==> config.mk <==
export PLATFORM = sky130hd
export DESIGN_NAME = mcu_reset_seq
export DESIGN_NICKNAME = d
export VERILOG_FILES = /design/src/rtl/mcu_reset_seq.sv
export SDC_FILE = /design/constraint.sdc
export NUM_CORES = 1
export LEC_CHECK = 0
export ABC_AREA = 1
export CAP_MARGIN = 15
export CELL_PAD_IN_SITES_DETAIL_PLACEMENT = 0
export CELL_PAD_IN_SITES_GLOBAL_PLACEMENT = 1
export CORE_MARGIN = 1
export CORE_UTILIZATION = 42
export CTS_CLUSTER_SIZE = 24
export DETAILED_ROUTE_END_ITERATION = 10
export HOLD_SLACK_MARGIN = 0.03
export PLACE_DENSITY = 0.79
export SLEW_MARGIN = 20
export SYNTH_ARGS = -nofsm -noshare
export SYNTH_HDL_FRONTEND = slang
export SYNTH_SLANG_ARGS = --single-unit
export TNS_END_PERCENT = 10
==> constraint.sdc <==
create_clock -name clk -period 1.88 [get_ports clk]
set_clock_uncertainty 0.2 [all_clocks]
set_input_delay 0.376 -clock clk [delete_from_list [all_inputs] [get_ports clk]]
set_output_delay 0.376 -clock clk [all_outputs]
set_load 0.02 [all_outputs]
==> src/rtl/mcu_reset_seq.sv <==
module mcu_reset_seq #(
  parameter int PHASES       = 12,
  parameter int SAMPLE_PHASE = 9,
  parameter int POR_PERIODS  = 1536,
  parameter int MIN_HIGH     = 2,
  parameter int SYNC_STAGES  = 2
) (
  input  logic clk,
  input  logic pwr_good,
  input  logic por_enable,
  input  logic rst_pin,
  output logic cpu_rst,
  output logic cpu_clk_en,
  output logic port_rst,
  output logic ale_force,
  output logic psen_force
);
  localparam int PW = $clog2(PHASES);
  localparam int CW = $clog2(POR_PERIODS + 1);
  localparam int HW = $clog2(MIN_HIGH + 1);

  logic [SYNC_STAGES-1:0] sync_q;
  logic [PW-1:0]          phase;
  logic [HW-1:0]          hi_cnt;
  logic [CW-1:0]          por_cnt;
  logic                   ext_rst;
  logic                   pin_s, slot, por_active;

  assign pin_s      = sync_q[SYNC_STAGES-1];
  assign slot       = (phase == PW'(SAMPLE_PHASE));
  assign por_active = por_enable && (por_cnt != CW'(POR_PERIODS));

  always_ff @(posedge clk or negedge pwr_good)
    if (!pwr_good) sync_q <= '0;
    else           sync_q <= {sync_q[SYNC_STAGES-2:0], rst_pin};

  always_ff @(posedge clk or negedge pwr_good)
    if (!pwr_good)                   phase <= '0;
    else if (phase == PW'(PHASES-1)) phase <= '0;
    else                             phase <= phase + 1'b1;

  always_ff @(posedge clk or negedge pwr_good)
    if (!pwr_good) begin
      hi_cnt  <= '0;
      ext_rst <= 1'b0;
    end else if (slot) begin
      if (!pin_s) begin
        hi_cnt  <= '0;
        ext_rst <= 1'b0;
      end else begin
        if (hi_cnt != HW'(MIN_HIGH)) hi_cnt <= hi_cnt + 1'b1;
        if (hi_cnt >= HW'(MIN_HIGH-1)) ext_rst <= 1'b1;
      end
    end

  always_ff @(posedge clk or negedge pwr_good)
    if (!pwr_good)                          por_cnt <= '0;
    else if (por_cnt != CW'(POR_PERIODS))   por_cnt <= por_cnt + 1'b1;

  assign cpu_rst    = ext_rst | por_active;
  assign cpu_clk_en = !por_active;
  assign port_rst   = rst_pin | cpu_rst;
  assign ale_force  = cpu_rst;
  assign psen_force = cpu_rst;


  phase_wrap_chk: assert property (@(posedge clk) disable iff (!pwr_good)
    (phase == PW'(PHASES-1)) |=> (phase == '0));

  rise_at_slot_chk: assert property (@(posedge clk) disable iff (!pwr_good)
    $rose(ext_rst) |-> $past(slot) && $past(pin_s));

  fall_at_slot_chk: assert property (@(posedge clk) disable iff (!pwr_good)
    $fell(ext_rst) |-> $past(slot) && !$past(pin_s));

  gated_in_reset_chk: assert property (@(posedge clk) disable iff (!pwr_good)
    !cpu_clk_en |-> cpu_rst);

  por_bound_chk: assert property (@(posedge clk) disable iff (!pwr_good)
    por_cnt <= CW'(POR_PERIODS));

  no_gate_chk: assert property (@(posedge clk) disable iff (!pwr_good)
    !por_enable |-> cpu_clk_en);
endmodule

# Word level (Yosys, flattened, before mapping)
# Index checks and enable logic that the tools add are counted.
dict set report op_classes {
  addsub 3
  n_lt_le_gt_ge 1
  eq_ne 6
  mux 5
  n_bitwise 2
  n_reduce_logical 4
}
# operator n
set op_table {}
lappend op_table {{$add A11 B1 Y11 const B} 1}
lappend op_table {{$ne A11 B11 Y1 const B} 1}
lappend op_table {{$eq A4 B4 Y1 const B} 2}
lappend op_table {{$add A4 B1 Y4 const B} 1}
lappend op_table {{$mux W2} 2}
lappend op_table {{$mux W4} 1}
lappend op_table {{$ne A2 B1 Y1 const B} 2}
lappend op_table {{$reduce_and A2 Y1} 2}
lappend op_table {{$add A2 B1 Y2 const B} 1}
lappend op_table {{$ge A2 B1 Y1 const B} 1}
lappend op_table {{$mux W1} 2}
lappend op_table {{$ne A2 B2 Y1 const B} 1}
lappend op_table {{$or A1 B1 Y1} 2}
lappend op_table {{$logic_and A1 B1 Y1} 1}
lappend op_table {{$logic_not A1 Y1} 1}
dict set report word_totals {
  register_bits 20
  in_bits 4
  out_inout_bits 5
  word_cells 26
}

# Logic depth before layout (Yosys ltp)
dict set report logic_depth {
  word_depth 4
  mapped_depth 8
  ltp_nobuf 7
}

# Worst setup path before layout
# OpenSTA, ideal clock, no wires.
dict set report synth_timing {
  path_type {reg-to-output}
  startpoint {reg por_cnt[0]}
  endpoint {out cpu_rst}
  t_arrival_ns 1.424
  t_required_ns 1.304
  slack_ns -0.120
  stages_incl_launch_ff 9
  n_path_buf 1
  path_cell_list {dfrtp_1 > inv_1 > ha_1 > inv_1 > nor2_1 > nand3_2 > nand2_2 > nand2_1 > buf_4}
}
dict set report synth_between {
  elab_chain_cells 3
}
# item line
set synth_lines {}
lappend synth_lines {{start, declared} 25} ;# logic [CW-1:0] por_cnt;
lappend synth_lines {{start signal, assigned} 58} ;# else if (por_cnt != CW'(POR_PERIODS)) por_cnt <= por_cnt + 1'b1;
lappend synth_lines {{$ne A11 B11 Y1} 31} ;# assign por_active = por_enable && (por_cnt != CW'(POR_PERIODS));
lappend synth_lines {{$logic_and A1 B1 Y1} 31}
lappend synth_lines {{$or A1 B1 Y1} 60} ;# assign cpu_rst = ext_rst | por_active;
lappend synth_lines {{end, declared} 12} ;# output logic cpu_rst,
# No other way between the ends.

# Final worst setup path
dict set report layout_timing {
  startpoint {reg por_cnt[1]}
  endpoint {out port_rst}
}
dict set report layout_between {
  elab_chain_cells 4
}
# item line
set layout_lines {}
lappend layout_lines {{$ne A11 B11 Y1} 31}
lappend layout_lines {{$logic_and A1 B1 Y1} 31}
lappend layout_lines {{$or A1 B1 Y1} 60}
lappend layout_lines {{$or A1 B1 Y1} 62} ;# assign port_rst = rst_pin | cpu_rst;
lappend layout_lines {{end, declared} 14} ;# output logic port_rst,
# No other way between the ends.

==> metrics.txt <==
drt drc 0; Fin. Hold Viols 0; n_diodes 0; row count 17; number of global-route vias before repair 930; drt pass-1 iters 4; failing checks setup timing; Syn-to-layout area delta 34.8%; antenna violations before repair 0; Total Routed Length 1.94 mm; maximum VDD drop 361 µV; pwr/cell area 609 nW/µm²; final setup vio count 5; drt via density 4.62; Die Y-Extent 52.0 µm; fillers 181; syn nets 130; HP Class flip-flop to flip-flop; die area 2710 µm²; maxcap violations 0; Vias 832; Tcrit/Tclk final 1.08; leakage 0.721 nW; gr ovfl total 0; most common cell after layout, fill and taps aside nand2_1; Global Route Usage Sum 0.188; ratio of cells with drive above 1 in the final layout 0.362; Reg area 500 µm²; Final Core Density 0.622; Die W 52.0 µm; DRT iter0 DRCs 5; Starting Density 0.462; Peak Freq 492 MHz; fin. max-slew vios 0; Slew HR 0.830; WL/cell 10.8 µm; critical path type flip-flop to output pin; Final WS setup -152 ps; Hold Slack 179 ps; Worst Path Required 1300 ps; port buffer count 8; Worst Max-Slew Pin Slew 253 ps; critical path launch point type flip-flop; sequential-to-total area share from yosys stat 0.476; RSZ-0062 raised after global routing yes; CP Max Fanout 3; largest net degree at the start of global routing 21; Gate Count Post-Synth 120; clock tree from TritonCTS done; Worst-path clk slew 120 ps; nets@finish 163; Clock Latency Late Sink 300 ps; H-Tree Depth 1; Avg Inst Size Synth 8.76 µm²; clk sink count 20; Multi-input gate area 489 µm²; CTS buffer count 3; first-pass GRT wire length 3.61 mm; Final ANT Viol Nets 0; synthesized area 1050 µm²; final non-filler cell total 180; clk buf depth 2; Placeable Area 2280 µm²; post-synth cell types 21; commonest cells after routing, fill and taps aside nand2_1, buf_4, dfrtp_1; status finished with violations; #FFs+latches synth 20; I/O Pins 9; GPL Wtd Cong 0.735; placed cell count 175; Root Buffer clkbuf_4; CP arrival 1460 ps; DP Wirelength 1.41 mm; post-route minimum period 2030 ps; dpl ws -311 ps; Critical Path End Type output pin; yosys warns 0
## repair_timing
item / 4_1_cts / 5_1_grt
cloned: 0 / 0
hold buffers: 0 / 0
setup endpoints to repair: 5 / 5
pin swaps: 3 / 1
buffers inserted: 1 / 0
gates resized for setup: 35 / 3
## cell families after synthesis
family / synth area share
compound gates: 0.0405
xor+xnor: 0.0500
fa+ha+maj: 0.0714
buf+inv: 0.104
flops: 0.476
mux: 0.00952
simple gates: 0.249
## Yosys cell counts
master | n | area [µm²]
buf_4 | 2 | 15.0
ha_1 | 6 | 75.1
nor2_1 | 5 | 18.8
nand2_2 | 4 | 25.0
a21oi_1 | 2 | 10.0
xnor2_1 | 1 | 8.76
nand3_1 | 9 | 45.0
dfrtp_1 | 20 | 500
nor2_2 | 3 | 18.8
inv_1 | 21 | 78.8
nand2_1 | 24 | 90.1
nand3_2 | 3 | 30.0
nor2_4 | 2 | 22.5
o21ai_0 | 4 | 20.0
mux2i_1 | 1 | 10.0
nand4_1 | 1 | 6.26
xor2_1 | 5 | 43.8
inv_2 | 4 | 15.0
o21ai_1 | 1 | 5.00
nor3_1 | 1 | 5.00
o21a_1 | 1 | 7.51
## worst max-delay path, cell delays in order, from the launching register on
cell	delay, ps
dfrtp_1	400
inv_2	80
ha_4	130
inv_2	40
nor2_4	100
nand3_4	100
nand2_4	100
nand3_2	60
buf_6	140
## per-layer routing
metal / GRT usage / routed length, µm / vias up
met4: 0.113 / 16 / 0
met2: 0.325 / 1030 / 9
li1: - / - / 426
met1: 0.212 / 847 / 395
met5: 0 / 0 / -
met3: 0.0351 / 44 / 2
## worst paths after layout
kind / start / endpoint / slack [ps] / depth (start not counted)
setup / recovery: por_cnt[1] / port_rst / -150 / 8
setup reg to reg: por_cnt[0] / por_cnt[8] / 400 / 6
hold / removal: sync_q[0] / sync_q[1] / 180 / 0
hold reg to reg: sync_q[0] / sync_q[1] / 180 / 0
min in group asynchronous: pwr_good / por_cnt[5] / 200 / 2
max in group asynchronous: pwr_good / hi_cnt[1] / 1080 / 2
## area by class of cell
cell class / count / share of cell area
clock buffer: 3 / 0.0159
clock inverter: 1 / 0.0212
inverter: 25 / 0.0663
multi-input combinational: 73 / 0.345
sequential: 20 / 0.353
tap: 28 / 0.0247
timing repair buffer: 30 / 0.173
## state kept, by name (all words and copies together), names as in the netlist
signal,flops
por_cnt,11
phase,4
sync_q,2
ext_rst,1
hi_cnt,2
## metrics by stage
| stage | power, mW | setup TNS [ps] | instance area [µm²] |
|---|---|---|---|
| global placement | 0.514 | -1450 | 1320 |
| global route | 0.901 | -1230 | 1420 |
| floorplan | 0.484 | 0 | 1060 |
| finish | 0.863 | -707 | 1420 |
| detailed placement | 0.517 | -1490 | 1320 |
| CTS | 0.880 | -757 | 1400 |
## power breakdown
part           switching, mW  total (mW)  internal (mW)
clock                  0.139       0.354          0.215
combinational         0.0383      0.0672         0.0289
sequential           0.00352       0.442          0.438
total                  0.180       0.863          0.683
No activity file was read; power rests on OpenSTA's default activity.
